`src/rtl/xchg_pkg.sv`:
```
package xchg_pkg;
  localparam int IDX_W = 2;
  typedef logic [IDX_W-1:0] bidx_t;
  localparam bidx_t IDX_NIL = '0;
  localparam bidx_t IDX_A   = bidx_t'(1);
  localparam bidx_t IDX_B   = bidx_t'(2);
  localparam bidx_t IDX_C   = bidx_t'(3);

  function automatic logic trio_ok(bidx_t a, bidx_t b, bidx_t c);
    return (a != IDX_NIL) && (b != IDX_NIL) && (c != IDX_NIL) &&
           (a != b) && (b != c) && (a != c);
  endfunction
endpackage

```
`src/rtl/clr_seq.sv`:
```
module clr_seq (
  input  logic clk,
  input  logic rst,
  input  logic clr_req,
  input  logic clr_ack,
  input  logic rx_ok,
  output logic busy,
  output logic done,
  output logic rx_pass
);
  logic busy_q;

  always_ff @(posedge clk) begin
    if (rst) busy_q <= 1'b0;
    else if (busy_q) busy_q <= ~clr_ack;
    else busy_q <= clr_req;
  end

  always_comb begin
    done    = busy_q & clr_ack;
    rx_pass = rx_ok & ~clr_req & ~busy_q;
  end

  assign busy = busy_q;
endmodule

```
`src/rtl/out_xchg.sv`:
```
module out_xchg
  import xchg_pkg::*;
(
  input  logic  clk,
  input  logic  rst,
  input  logic  rx_pub,
  input  logic  rx_err,
  input  logic  clr_done,
  input  logic  usr_next,
  output bidx_t d_idx,
  output bidx_t n_idx,
  output bidx_t u_idx,
  output logic  irq,
  output bidx_t stat,
  output logic  cleared
);
  bidx_t d_q, n_q, u_q, stat_q;
  logic  new_q, ncl_q, irq_q, clf_q;
  bidx_t d1, n1, u1, d2, n2, stat1;
  logic  new1, new2, ncl2, clf1;

  always_comb begin
    // user stage sees the state before this cycle's publish
    u1 = u_q; n1 = n_q; d1 = d_q; new1 = new_q;
    stat1 = stat_q; clf1 = clf_q;
    if (usr_next) begin
      if (new_q) begin
        u1 = n_q; n1 = u_q; new1 = 1'b0;
        stat1 = n_q; clf1 = ncl_q;
      end else begin
        stat1 = IDX_NIL; clf1 = 1'b0;
      end
    end
    // publish stage
    d2 = d1; n2 = n1; new2 = new1; ncl2 = ncl_q;
    if (clr_done || rx_pub) begin
      d2 = n1; n2 = d1; new2 = 1'b1; ncl2 = clr_done;
    end
  end

  always_ff @(posedge clk) begin
    if (rst) begin
      d_q <= IDX_A; n_q <= IDX_B; u_q <= IDX_C;
      new_q <= 1'b0; ncl_q <= 1'b0; irq_q <= 1'b0;
      stat_q <= IDX_NIL; clf_q <= 1'b0;
    end else begin
      d_q <= d2; n_q <= n2; u_q <= u1;
      new_q <= new2; ncl_q <= ncl2;
      irq_q <= rx_pub & ~clr_done;
      stat_q <= stat1; clf_q <= clf1;
    end
  end

  assign d_idx = d_q;
  assign n_idx = n_q;
  assign u_idx = u_q;
  assign irq = irq_q;
  assign stat = stat_q;
  assign cleared = clf_q;


  out_distinct_chk: assert property (@(posedge clk) disable iff (rst)
    trio_ok(d_q, n_q, u_q));

  out_err_still_chk: assert property (@(posedge clk) disable iff (rst)
    (rx_err && !rx_pub && !clr_done && !usr_next) |=>
      ($stable(d_q) && $stable(n_q) && $stable(u_q) && !irq_q));

  out_nil_fetch_chk: assert property (@(posedge clk) disable iff (rst)
    (usr_next && !new_q) |=> (u_q == $past(u_q) && stat_q == IDX_NIL));
endmodule

```
`src/rtl/in_xchg.sv`:
```
module in_xchg
  import xchg_pkg::*;
(
  input  logic  clk,
  input  logic  rst,
  input  logic  usr_push,
  input  logic  snd_fetch,
  input  logic  freeze,
  output bidx_t d_idx,
  output bidx_t n_idx,
  output bidx_t u_idx,
  output bidx_t stat
);
  bidx_t d_q, n_q, u_q, stat_q;
  bidx_t d1, n1, u1, n2, d2, stat1;
  logic  new_q, new1, new2;

  always_comb begin
    d1 = d_q; n1 = n_q; u1 = u_q; new1 = new_q; stat1 = stat_q;
    if (usr_push) begin
      u1 = n_q; n1 = u_q; new1 = 1'b1; stat1 = n_q;
    end
    d2 = d1; n2 = n1; new2 = new1;
    if (snd_fetch && new1 && !freeze) begin
      d2 = n1; n2 = d1; new2 = 1'b0;
    end
  end

  always_ff @(posedge clk) begin
    if (rst) begin
      d_q <= IDX_A; n_q <= IDX_B; u_q <= IDX_C;
      new_q <= 1'b0; stat_q <= IDX_NIL;
    end else begin
      d_q <= d2; n_q <= n2; u_q <= u1;
      new_q <= new2; stat_q <= stat1;
    end
  end

  assign d_idx = d_q;
  assign n_idx = n_q;
  assign u_idx = u_q;
  assign stat = stat_q;


  in_distinct_chk: assert property (@(posedge clk) disable iff (rst)
    trio_ok(d_q, n_q, u_q));

  in_freeze_hold_chk: assert property (@(posedge clk) disable iff (rst)
    (freeze && !usr_push) |=> ($stable(d_q) && $stable(n_q)));
endmodule

```
`src/rtl/triple_buffer_exchange.sv`:
```
module triple_buffer_exchange
  import xchg_pkg::*;
(
  input  logic             clk,
  input  logic             rst,
  input  logic             rx_done_ok,
  input  logic             rx_done_err,
  input  logic             usr_fetch,
  input  logic             clr_req,
  input  logic             clr_ack,
  input  logic             usr_push,
  input  logic             tx_fetch,
  input  logic             freeze,
  output logic [IDX_W-1:0] out_d_idx,
  output logic [IDX_W-1:0] out_n_idx,
  output logic [IDX_W-1:0] out_u_idx,
  output logic             dx_irq,
  output logic [IDX_W-1:0] fetch_stat,
  output logic             fetch_cleared,
  output logic             clr_busy,
  output logic [IDX_W-1:0] clr_idx,
  output logic [IDX_W-1:0] in_d_idx,
  output logic [IDX_W-1:0] in_n_idx,
  output logic [IDX_W-1:0] in_u_idx,
  output logic [IDX_W-1:0] push_stat
);
  logic busy, done, rx_pass;

  clr_seq i_clr (
    .clk(clk), .rst(rst), .clr_req(clr_req), .clr_ack(clr_ack),
    .rx_ok(rx_done_ok), .busy(busy), .done(done), .rx_pass(rx_pass)
  );

  out_xchg i_out (
    .clk(clk), .rst(rst), .rx_pub(rx_pass), .rx_err(rx_done_err),
    .clr_done(done), .usr_next(usr_fetch),
    .d_idx(out_d_idx), .n_idx(out_n_idx), .u_idx(out_u_idx),
    .irq(dx_irq), .stat(fetch_stat), .cleared(fetch_cleared)
  );

  in_xchg i_in (
    .clk(clk), .rst(rst), .usr_push(usr_push), .snd_fetch(tx_fetch),
    .freeze(freeze), .d_idx(in_d_idx), .n_idx(in_n_idx),
    .u_idx(in_u_idx), .stat(push_stat)
  );

  assign clr_busy = busy;
  assign clr_idx  = out_d_idx;


  busy_no_irq_chk: assert property (@(posedge clk) disable iff (rst)
    busy |=> !dx_irq);

  clr_target_chk: assert property (@(posedge clk) disable iff (rst)
    (busy && !clr_ack) |=> $stable(out_d_idx));
endmodule

```
`config.mk`:
```
export PLATFORM = sky130hd
export DESIGN_NAME = triple_buffer_exchange
export DESIGN_NICKNAME = d
export VERILOG_FILES = /design/src/rtl/xchg_pkg.sv /design/src/rtl/clr_seq.sv /design/src/rtl/out_xchg.sv /design/src/rtl/in_xchg.sv /design/src/rtl/triple_buffer_exchange.sv
export SDC_FILE = /design/constraint.sdc
export NUM_CORES = 1
export LEC_CHECK = 0
export BUFFER_PORTS_ARGS = -buffer_cell sky130_fd_sc_hd__buf_2
export CAP_MARGIN = 0
export CORE_ASPECT_RATIO = 1.4
export CORE_MARGIN = 5
export CORE_UTILIZATION = 47
export DETAILED_ROUTE_END_ITERATION = 16
export PLACE_DENSITY = 0.83
export SETUP_SLACK_MARGIN = 0.15
export SYNTH_ARGS = -nofsm -noshare
export SYNTH_HDL_FRONTEND = slang
export SYNTH_SLANG_ARGS = --single-unit
```
`constraint.sdc`:
```
create_clock -name clk -period 1.6 [get_ports clk]
set_input_delay 0.16 -clock clk [delete_from_list [all_inputs] [get_ports clk]]
set_output_delay 0.16 -clock clk [all_outputs]
set_load 0.03 [all_outputs]
```
==> run_results.csv <==
group,metric,value,unit
final_layout,utilization,58.9,%
placement,port_buffers,29,
die,num_rows,18,
timing,hold_viol_final,0,
yosys,async_flop_share,0,%
power,p_sw,0.000332,W
die,core-area,1760,sq um
yosys,seq_area_frac_synth,51.1,%
clock_tree,cts_root_buf,"clkbuf_4",
clock_tree,post_cts_resized,0,
power,intPower,0.000798,W
route,drtAntennaViolNets,0,
global_routing,grt_pass1_wl,2670,microns
power,max-vdd-ir-drop,0.000678,V
clock_tree,tritoncts,"yes",
critical_path,cp-start-kind,"register",
clock_tree,cts.sinks,22,
placement,place_area,998,sq um
yosys,synth_edf_count,0,
route,vias,747,
final_layout,drive_above_1_share,30.6,%
final_layout,final_cell_mix,"29 x buf_2, 22 x dfxtp_1, 10 x nor3_1",
clock_tree,hold_buffers,0,
global_routing,grt_max_degree,16,
yosys,synth_cells,94,
hold_path,hold_path.class,"in -> reg",
yosys,synth_top_area_share,51.1,%
critical_path,worstPathArrival,1.49,ns
timing,slew_violations,0,
final_layout,final_cell_area,1030,sq um
clock_tree,clk_path_buf_depth,2,
power,p_comb_share,19.5,%
timing,period_needed,1.30,ns
final_layout,fillers,173,
critical_path,critical_path_class,"reg -> reg",
final_layout,syn_to_final_growth,20.0,%
critical_path,cp.required,1.79,ns
die,die_h,60.7,microns
timing,rsz0062_at_grt,"false",
timing,finalSetupViolations,0,
global_routing,grt-ovfl-total,0,
yosys,netlist.top_cell.by_area,"dfxtp_1",
critical_path,critPathLaunch,"i_clr.busy",
die,io_pins,31,
power,p_leak,0.461,nW
die,dieArea,2800,sq um
die,start_util,49.1,%
power,p_sw_share,29.4,%
clock_tree,path_clk_slew,0.11,ns
placement,gp_congestion,0.755,
timing,finalClockSkew,0.000847,ns
timing,setup-tns-final,0,ns
yosys,ys.flop_type,"dfxtp_1",
yosys,yosysUniqueCellTypes,26,
route,drt_pass1_iterations,4,
global_routing,antenna_found_initial,0,
critical_path,crit_chain,"or3b_1 -> a221oi_2 -> o21ai_1",
yosys,syn_avg_cell_area,9.17,sq um
global_routing,grtUsageTotal,13.3,%
run_status,outcome,"complete, no violations",
yosys,synth-seq-cells,22,
yosys,syn_area,862,sq um
timing,relSlewSlack,69.8,%
yosys,syn-num-nets,104,
final_layout,num-nets-final,132,
critical_path,cp_max_fo,6,
timing,clock.fmax,0.770,GHz
critical_path,r2r-start,"i_clr.busy",
route,post_drt_via_cell_ratio,5.30,
die,dieWidth,46.2,microns
placement,placed_cells,137,
final_layout,diodes,0,
placement,dp_hpwl,1300,microns
timing,final.period_utilization,81.2,%
final_layout,final_common_cell,"buf_2",
timing,tightest_slew,0.452,ns
route,totalWireLength,1710,microns
final_layout,instances_no_fill,141,
power,pwr-share-seq,54.3,%
route,drt-initial-drc-count,16,
power,clkPwrFrac,26.2,%
clock_tree,post-cts-setup-buffers,0,
yosys,synth.area.top_cells,"dfxtp_1 51%, mux2i_1 5.8%, nor3_1 5.8%",
critical_path,endpoint_kind,"register",
flow_run,cap_violations,0,
clock_tree,cts_buffers,3,
route,drc,0,
clock_tree,clock_latency,0.30,ns
yosys,yosysWarnings,0,
global_routing,grt_pass1_vias,625,
critical_path,slowest_stage,"or3b_1",
route,wl_per_cell,12.1,microns
clock_tree,h-tree-depth,1,
critical_path,max_stage_delay,0.47,ns
power,p_per_area,1090,nW/um^2
hold_path,worstHoldStart,"clr_req",
stage by stage:
step                      hold WS (ns)  total power (W)  setup WS (ns)
after floorplan                  0.239         0.000791          0.255
after global placement           0.452         0.000841          0.364
after detailed placement         0.459         0.000848          0.300
after CTS                        0.131          0.00114          0.283
after global routing             0.143          0.00120          0.231
final                            0.141          0.00113          0.301
kinds of logic after synthesis:
family / Yosys count / synth area share (%)
muxes: 7 / 8.42
and+or+nand+nor: 41 / 24.0
buffers and inverters: 7 / 4.35
DFF: 22 / 51.1
AOI/OAI and AO/OA: 17 / 12.2
power groups by stage:
| stage | Clock, W | Sequential [W] | Combinational [W] |
|---|---|---|---|
| 6_report | 0.000296 | 0.000614 | 0.000221 |
| 3_3_place_gp | 0 | 0.000623 | 0.000218 |
| 3_5_place_dp | 0 | 0.000626 | 0.000222 |
| 2_1_floorplan | 0 | 0.000687 | 0.000104 |
| 4_1_cts | 0.000308 | 0.000613 | 0.000223 |
| 5_1_grt | 0.000336 | 0.000621 | 0.000238 |
area by class of cell:
type                       instances  area, sq um  share of cell area (%)
inverter                           1         3.75                   0.363
timing repair buffer              29          145                    14.0
clock buffer                       4         36.3                    3.51
multi-input combinational         65          384                    37.1
tap                               20         25.0                    2.42
sequential                        22          440                    42.6
path summary, 6_finish.rpt:
| kind | end | slack (ns) | cells past startpoint |
|---|---|---|---|
| worst max-delay path | i_out.d_idx[0] | 0.30 | 3 |
| worst max register to register | i_out.d_idx[0] | 0.30 | 3 |
| worst min-delay path | i_clr.busy | 0.14 | 3 |
| worst min register to register | i_out.stat[0] | 0.48 | 2 |
flip-flops by register name (all words and copies together), names as in the netlist, 2 cells and up:
signal	flops
i_in.d_idx	2
i_in.n_idx	2
i_in.stat	2
i_in.u_idx	2
i_out.d_idx	2
i_out.n_idx	2
i_out.stat	2
i_out.u_idx	2
synthesized netlist by cell type, drive strengths merged, types with 2 or more instances:
| master | count |
|---|---|
| a21oi | 8 |
| nor2 | 6 |
| nor3 | 10 |
| nand2b | 5 |
| mux2 | 2 |
| mux2i | 5 |
| nand3 | 7 |
| dfxtp | 22 |
| nand2 | 7 |
| o21ai | 4 |
| buf | 5 |
critical path: cells and delay by family (launching register included):
kind | cells | cell delay (ns)
compound gates | 2 | 0.36
flops | 1 | 0.36
simple gates | 1 | 0.47
layer usage:
layer	global-route usage [%]	vias to the layer above	part of all wire [%]
met4	8.54	0	1.6
met3	3.86	4	7.5
met2	20.5	22	48
met5	0	-	0
met1	15.9	336	43
li1	-	385	-
No activity file was read; power rests on OpenSTA's default activity.
